==> config.mk <==
export PLATFORM = sky130hd
export DESIGN_NAME = ramp_pwm_timer
export DESIGN_NICKNAME = d
export VERILOG_FILES = /design/src/rtl/ramp_pwm_pkg.sv /design/src/rtl/ramp_pwm_regs.sv /design/src/rtl/ramp_pwm_ctrl.sv /design/src/rtl/ramp_pwm_wave.sv /design/src/rtl/ramp_pwm_timer.sv
export SDC_FILE = /design/constraint.sdc
export NUM_CORES = 1
export LEC_CHECK = 0
export CAP_MARGIN = 30
export CORE_MARGIN = 10
export CORE_UTILIZATION = 40
export DETAILED_ROUTE_END_ITERATION = 6
export DONT_BUFFER_PORTS = 1
export PLACE_DENSITY = 0.65
export SYNTH_ARGS = -nofsm -noshare
export SYNTH_HDL_FRONTEND = slang
export SYNTH_SLANG_ARGS = --single-unit
==> constraint.sdc <==
create_clock -name clk -period 3 [get_ports clk]
set_input_delay 0.15 -clock clk [delete_from_list [all_inputs] [get_ports clk]]
set_output_delay 0.15 -clock clk [all_outputs]
set_load 0.05 [all_outputs]
==> src/rtl/ramp_pwm_pkg.sv <==
package ramp_pwm_pkg;
    typedef enum logic [1:0] {
        MODE_SINGLE    = 2'd0,
        MODE_DUAL_STD  = 2'd1,
        MODE_DUAL_ALT  = 2'd2,
        MODE_DUAL_CRIT = 2'd3
    } ramp_mode_e;

    typedef enum logic {
        RAMP_A = 1'b0,
        RAMP_B = 1'b1
    } ramp_e;

    typedef enum logic [1:0] {
        IDX_TOGGLE  = 2'd0,
        IDX_FORCE_A = 2'd1,
        IDX_FORCE_B = 2'd2,
        IDX_HOLD    = 2'd3
    } idx_cmd_e;
endpackage

==> src/rtl/ramp_pwm_regs.sv <==
module ramp_pwm_regs
    import ramp_pwm_pkg::*;
#(
    parameter int CNT_W   = 8,
    parameter int NCH     = 4,
    parameter int PER_RST = 7
) (
    input  logic                       clk,
    input  logic                       rst_n,
    input  logic                       upd,
    input  logic                       swap_en,
    input  logic                       per_wr,
    input  logic [CNT_W-1:0]           per_wdata,
    input  logic [NCH-1:0]             cc_wr,
    input  logic [CNT_W-1:0]           cc_wdata,
    output logic [CNT_W-1:0]           per_act,
    output logic [NCH-1:0][CNT_W-1:0]  cc_act
);
    localparam logic [CNT_W-1:0] PER_INIT = CNT_W'(PER_RST);

    logic [CNT_W-1:0] per_buf;

    // Period: buffer copied at update; circular option hands old period back.
    always_ff @(posedge clk) begin
        if (!rst_n) begin
            per_act <= PER_INIT;
            per_buf <= PER_INIT;
        end else begin
            if (upd) begin
                per_act <= per_buf;
                if (swap_en) per_buf <= per_act;
            end
            if (per_wr) per_buf <= per_wdata;
        end
    end

    for (genvar i = 0; i < NCH; i++) begin : g_cc
        logic [CNT_W-1:0] cc_buf;
        always_ff @(posedge clk) begin
            if (!rst_n) begin
                cc_buf    <= '0;
                cc_act[i] <= '0;
            end else begin
                if (upd)      cc_act[i] <= cc_buf;
                if (cc_wr[i]) cc_buf    <= cc_wdata;
            end
        end
    end
endmodule

==> src/rtl/ramp_pwm_ctrl.sv <==
module ramp_pwm_ctrl
    import ramp_pwm_pkg::*;
#(
    parameter int CNT_W = 8
) (
    input  logic             clk,
    input  logic             rst_n,
    input  ramp_mode_e       mode,
    input  idx_cmd_e         idx_cmd,
    input  logic [CNT_W-1:0] per_act,
    input  logic [CNT_W-1:0] cc0_act,
    output logic [CNT_W-1:0] cnt,
    output ramp_e            state,
    output logic             upd
);
    ramp_e            state_nxt;
    logic [CNT_W-1:0] top;

    always_comb begin
        top = (mode == MODE_DUAL_CRIT && state == RAMP_A) ? cc0_act : per_act;
        upd = (cnt >= top);
    end

    // Index transitions: TOGGLE, FORCE_A, FORCE_B, HOLD, taken only at update.
    always_comb begin
        state_nxt = state;
        unique case (state)
            RAMP_A: if (upd) begin
                unique case (idx_cmd)
                    IDX_TOGGLE:  state_nxt = RAMP_B;
                    IDX_FORCE_A: state_nxt = RAMP_A;
                    IDX_FORCE_B: state_nxt = RAMP_B;
                    IDX_HOLD:    state_nxt = RAMP_A;
                endcase
            end
            RAMP_B: if (upd) begin
                unique case (idx_cmd)
                    IDX_TOGGLE:  state_nxt = RAMP_A;
                    IDX_FORCE_A: state_nxt = RAMP_A;
                    IDX_FORCE_B: state_nxt = RAMP_B;
                    IDX_HOLD:    state_nxt = RAMP_B;
                endcase
            end
        endcase
    end

    always_ff @(posedge clk) begin
        if (!rst_n) begin
            state <= RAMP_A;
            cnt   <= '0;
        end else begin
            state <= state_nxt;
            cnt   <= upd ? '0 : cnt + CNT_W'(1);
        end
    end
endmodule

==> src/rtl/ramp_pwm_wave.sv <==
module ramp_pwm_wave
    import ramp_pwm_pkg::*;
#(
    parameter int CNT_W = 8,
    parameter int NCH   = 4
) (
    input  ramp_mode_e                 mode,
    input  logic                       circ_en,
    input  logic [NCH-1:0]             pol,
    input  logic [CNT_W-1:0]           cnt,
    input  logic [NCH-1:0][CNT_W-1:0]  cc_act,
    input  ramp_e                      ramp_idx,
    output logic [NCH-1:0]             wo
);
    logic crit0;

    if (NCH > 2) begin : g_crit_win
        assign crit0 = (cnt >= cc_act[2]) && (cnt < cc_act[0]);
    end else begin : g_crit_full
        assign crit0 = 1'b1;
    end

    for (genvar i = 0; i < NCH; i++) begin : g_ch
        logic raw, psel, blank;
        always_comb begin
            raw  = cnt < cc_act[i];
            psel = pol[i];
            if (i == 0 && mode == MODE_DUAL_CRIT) raw = crit0;
            if (i == 1 && mode == MODE_DUAL_ALT && circ_en) begin
                raw  = cnt < cc_act[0];
                psel = pol[0];
            end
            blank = (mode != MODE_SINGLE) &&
                    (((i % 2) == 1) ? (ramp_idx == RAMP_A) : (ramp_idx == RAMP_B));
        end
        assign wo[i] = (raw & ~blank) ^ psel;
    end
endmodule

==> src/rtl/ramp_pwm_timer.sv <==
module ramp_pwm_timer
    import ramp_pwm_pkg::*;
#(
    parameter int CNT_W   = 8,
    parameter int NCH     = 4,
    parameter int PER_RST = 7
) (
    input  logic             clk,
    input  logic             rst_n,
    input  logic [1:0]       mode,
    input  logic             circ_en,
    input  logic [NCH-1:0]   pol,
    input  logic [1:0]       idx_cmd,
    input  logic             per_wr,
    input  logic [CNT_W-1:0] per_wdata,
    input  logic [NCH-1:0]   cc_wr,
    input  logic [CNT_W-1:0] cc_wdata,
    output logic [NCH-1:0]   wo,
    output logic             ramp_idx,
    output logic             upd
);
    ramp_mode_e                mode_e;
    logic [CNT_W-1:0]          cnt;
    logic [CNT_W-1:0]          per_act;
    logic [NCH-1:0][CNT_W-1:0] cc_act;
    ramp_e                     state;
    logic                      swap_en;

    assign mode_e   = ramp_mode_e'(mode);
    assign swap_en  = circ_en && (mode_e == MODE_DUAL_STD || mode_e == MODE_DUAL_ALT);
    assign ramp_idx = state;

    ramp_pwm_regs #(.CNT_W(CNT_W), .NCH(NCH), .PER_RST(PER_RST)) u_regs (
        .clk(clk), .rst_n(rst_n), .upd(upd), .swap_en(swap_en),
        .per_wr(per_wr), .per_wdata(per_wdata),
        .cc_wr(cc_wr), .cc_wdata(cc_wdata),
        .per_act(per_act), .cc_act(cc_act)
    );

    ramp_pwm_ctrl #(.CNT_W(CNT_W)) u_ctrl (
        .clk(clk), .rst_n(rst_n), .mode(mode_e),
        .idx_cmd(idx_cmd_e'(idx_cmd)),
        .per_act(per_act), .cc0_act(cc_act[0]),
        .cnt(cnt), .state(state), .upd(upd)
    );

    ramp_pwm_wave #(.CNT_W(CNT_W), .NCH(NCH)) u_wave (
        .mode(mode_e), .circ_en(circ_en), .pol(pol), .cnt(cnt),
        .cc_act(cc_act), .ramp_idx(state), .wo(wo)
    );
endmodule

# [Yosys cells after proc, flatten, opt, wreduce, memory -nomap -nowiden]
# Cells that the tools add are included.
[word_totals] word_cells=66 regBits=89 output_inout_bits=6
[classes] reduce_logical=17 eq_ne=6 n_lt_le_gt_ge=6 mux=12 n_bitwise=12 n_addsub=1
[ops] op="8-bit < comparator" count=4
[ops] op="8-bit two-way mux" count=4
[ops] op="8-bit greater-or-equal comparator" count=2
[ops] op="2-bit OR reduction" count=5
[ops] op="8-bit by 1-bit adder with 8-bit output (second input constant)" count=1
[ops] op="2-bit equality test (second input constant)" count=4
[ops] op="1-bit logical AND" count=6
[ops] op="1-bit one-hot mux with 2 select lines" count=3
[ops] op="2-bit nonzero test" count=3
[ops] op="1-bit two-way mux" count=5
[ops] op="1-bit bitwise AND" count=4
[ops] op="2-bit by 1-bit equality test with 1-bit output (second input constant)" count=2
[ops] op="1-bit inverter" count=4
[ops] op="1-bit bitwise XOR" count=4
[ops] op="2-bit logical NOT" count=1
[ops] op="2-bit AND reduction" count=1
[ops] op="1-bit logical OR" count=1

# [Logic depth before layout (Yosys ltp)]
[depth] word_depth=6 depth_mapped=13 ltp_nobuf=10

# [By module]
# Synthesis repeated with hierarchy kept, for this count alone.
[hier_totals] hier_cells=460 hier_area_um2=4628.2
[by_module_without_submodules] module="ramp_pwm_regs" area_each_um2=3126.7 cells_each=279 instances=1
[by_module_without_submodules] module="ramp_pwm_wave" area_each_um2=865.8 cells_each=115 instances=1
[by_module_without_submodules] module="ramp_pwm_ctrl" area_each_um2=620.6 cells_each=64 instances=1
[by_module_without_submodules] module="ramp_pwm_timer" area_each_um2=15.0 cells_each=2 instances=1

# [Worst setup path after synthesis]
# Ideal clock, no wire load.
[synth_path] path_type="register -> output" start="register u_ctrl.state" end="output port upd" path_buffers=3 path_stages_with_launch=12 required_ps=2850 setup_slack_ps=75 arrival_ps=2775 cell_sequence="dfxtp_1 -> nor2b_1 -> clkbuf_1 -> mux2_2 -> ha_1 -> nand2b_4 -> a211oi_2 -> o21bai_2 -> a21oi_2 -> buf_6 -> buf_12 -> inv_1"
[synth_between] elab_chain_cells=4
[synth_rtl] element="start, declared" line_no="ramp_pwm_ctrl.sv:13" text="output ramp_e state,"
[synth_rtl] element="start signal, assigned" line_no="ramp_pwm_ctrl.sv:52" text="state <= state_nxt;"
[synth_rtl] element="1-bit inverter"
[synth_rtl] element="1-bit logical AND" line_no="ramp_pwm_ctrl.sv:20" text="top = (mode == MODE_DUAL_CRIT && state == RAMP_A) ? cc0_act : per_act;"
[synth_rtl] element="8-bit two-way mux" line_no="ramp_pwm_ctrl.sv:20"
[synth_rtl] element="8-bit greater-or-equal comparator" line_no="ramp_pwm_ctrl.sv:21" text="upd = (cnt >= top);"
[synth_rtl] element="end, declared" line_no="ramp_pwm_timer.sv:20" text="output logic upd"
# No other way between the ends.

# [Worst setup path after layout]
# Ends and elaborated chain as after synthesis.

==> reports/qor.csv <==
stage,metric,value,unit
route,drtPass1Iterations,4,
yosys,syn_area,0.00458,sq mm
final_layout,nets,554,
worst_setup_path,cp_top_family,compound AO/OA/AOI/OAI gates,
final_layout,drive_gt1_share,7.41,%
global_route,grt_max_degree,80,
worst_setup_path,crit_arrival,2720,ps
floorplanning,die_area,0.0161,sq mm
worst_setup_path,critPathSlowestCell,mux2_2,
run_status,status,"finished, final reports clean",
yosys,synth.distinct_cells,37,
worst_setup_path,crit_path_start_kind,flip-flop,
route,drtAntennaViolNets,0,
yosys,synth_cells,454,
timing,min_period,2870,ps
worst_setup_path,worst-path-max-fanout,36,
timing,setup_slack,127,ps
yosys,syn_avg_cell_area,10.1,sq um
placement,port_buffers,0,
final_layout,final_common_cell,dfxtp_1,
timing,setup_viol,0,
floorplanning,rows,39,
clock_tree,cts_tree,yes,
final_layout,final_cells,629,
worst_setup_path,rr_worst_depth,10,
timing,max_freq,348,MHz
worst_setup_path,critical_path_depth,10,
yosys,synth.net_count,527,
floorplanning,io_pins,38,
yosys,ys_warn_count,0,
hold_path,whs_endpoint,u_regs.g_cc[3].cc_buf[1]$_SDFFE_PN0P_,
route,drcViolationCount,0,
final_layout,synthToLayoutAreaGrowth,15.1,%
timing,finalCritPeriodShare,95.8,%
timing,setup-tns-final,0,ps
worst_setup_path,cp_cell_sequence,"nor2b_1, mux2_2, ha_1, nand2b_4, a211oi_2, o21bai_2, a21oi_4, buf_12, inv_1, buf_4",
worst_setup_path,rr_endpoint,u_regs.cc_act[10]$_SDFFE_PN0P_,
global_route,track_usage,13.2,%
global_route,grt-ovfl-total,0,
placement,post-place-cells,588,
worst_setup_path,critPathRequiredTime,2850,ps
clock_tree,post_cts_buffers,0,
route,viasPerCell,5.01,
final_layout,final_util,46.6,%
yosys,synthTopCellsByArea,"dfxtp_1, mux2i_1, ha_1",
timing,finClkSkew,7.49,ps
clock_tree,htreeDepth,3,
worst_setup_path,rrSetupSlack,480,ps
power,ir_drop,0.000362,V
power,power,3.09,mW
floorplanning,die_y,127,um
route,wire_per_inst,16.7,um
clock_tree,clk_latency,340,ps
timing,slew_violations,0,
global_route,grt_first_pass_wirelength,17.0,mm
route,drt-initial-drc-count,138,
final_layout,antennaDiodeCount,0,
worst_setup_path,r2r_start,u_ctrl.state$_SDFF_PN0_,
clock_tree,clk_pin_slew_worst_paths,60,ps
placement,dpl.hpwl,7.18,mm
clock_tree,cts_sinks,89,
clock_tree,cts_made_buffers,9,
power,powerDensity,587,mW/mm^2
placement,place_area,0.00471,sq mm
floorplanning,die_w,127,um
clock_tree,max-clock-path-buffers,2,
yosys,synth-seq-area-share,38.9,%
worst_setup_path,critPathMaxStageDelay,360,ps
yosys,yosysTopAreaCell,dfxtp_1,
hold_path,min_delay_path_depth,2,
floorplanning,coreArea,0.0113,sq mm
hold_path,hold_start,cc_wr[3],
yosys,ys_seq_elements,89,
worst_setup_path,worst_setup_path_end_kind,output pin,
worst_setup_path,worstPathBufferInverterCount,3,
timing,finalHoldViolCount,0,
yosys,synth_top_area_share,38.9,%
final_layout,stdcell_area,0.00527,sq mm
placement,gp_congestion,0.796,
power,leakagePower,2.40,nW
final_layout,final_cell_mix,"dfxtp_1, mux2i_1, nor2b_1, ha_1, inv_1",
global_route,grt_pass1_vias,3207,
placement,dp_slack,436,ps
run,max_cap_violations,0,
route,dr_total_vias,3150,
clock_tree,root_buffer,clkbuf_16,
hold_path,hold_path.class,primary input to flip-flop,
timing,tightest_slew,493,ps
timing,rsz0062_at_grt,false,
timing,whs,2.93,ps
global_route,antenna_found_initial,0,
timing,slew_headroom,67.0,%
route,drt_wl_total,10.5,mm
floorplanning,initial_core_util,40.4,%
worst_setup_path,critical_path_class,flip-flop to output pin,
-- timing repair --
action                     CTS  global route
hold buffers                25             0
setup endpoints to repair    0             1
resized for setup            0             1
hold endpoints to repair    82             0
-- final cells by class --
class                   count  area (sq um)
clock buffers              11           253
clock inverters             5          37.5
repair buffers             35           355
flip-flops and latches     89          1780
fillers                  1059          6050
well taps                 143           179
multi-input cells         312          2540
inverters                  34           128
-- worst max path at each step --
stage	from	end	slack, ps
after floorplan	u_ctrl.state$_SDFF_PN0_	upd	80
after global placement	mode[0]	upd	480
after detailed placement	mode[0]	upd	440
after CTS	u_ctrl.state$_SDFF_PN0_	upd	100
after global routing	u_ctrl.state$_SDFF_PN0_	upd	20
final	u_ctrl.state$_SDFF_PN0_	upd	130
-- report_power, final --
part	switching, mW	leakage, nW	internal [mW]	total [mW]
clock network	0.469	0.139	0.611	1.08
logic	0.390	1.54	0.324	0.714
registers	0.0513	0.727	1.25	1.30
-- synthesized netlist by cell type, drive strengths merged --
library cell  number
xor2               4
nand4              5
mux2               1
and3               5
nand2b             5
o21ai             12
nor2b             72
o311a              1
ha                41
nand3              4
a21o               4
o21bai             1
a21oi             18
o22ai              1
o221ai             1
buf                5
clkbuf            14
xnor2              7
a2111oi            1
and4               1
a211oi             3
clkinv             1
a31oi              2
o211ai             2
o32a               1
inv               33
nand2             13
mux2i             88
dfxtp             89
a2111o             1
nor2              18
-- flip-flops by register name, summed over array words and instances, names as in the netlist --
register and count:
u_regs.g_cc.cc_buf 32, u_regs.per_buf 8, u_regs.per_act 8, u_regs.cc_act 32, u_ctrl.cnt 8, u_ctrl.state 1
-- layer usage --
| metal | global-route usage [%] | wire length, um | up-vias |
|---|---|---|---|
| li1 | - | - | 1602 |
| met1 | 16.7 | 5000 | 1499 |
| met2 | 21.4 | 4950 | 39 |
| met3 | 2.85 | 361 | 10 |
| met4 | 5.16 | 210 | 0 |
| met5 | 0 | 0 | - |
-- cells by family after synthesis --
kind of cell | Yosys count | share of synthesized area [%]
AND/OR/NAND/NOR | 123 | 15.3
multiplexers | 89 | 19.5
flip-flops | 89 | 38.9
buffers and inverters | 53 | 5.93
AO/OA/AOI/OAI | 48 | 7.05
adder cells (fa/ha/maj) | 41 | 11.2
XOR/XNOR | 11 | 2.10
Note: power is estimated with default switching activity, not from simulation.
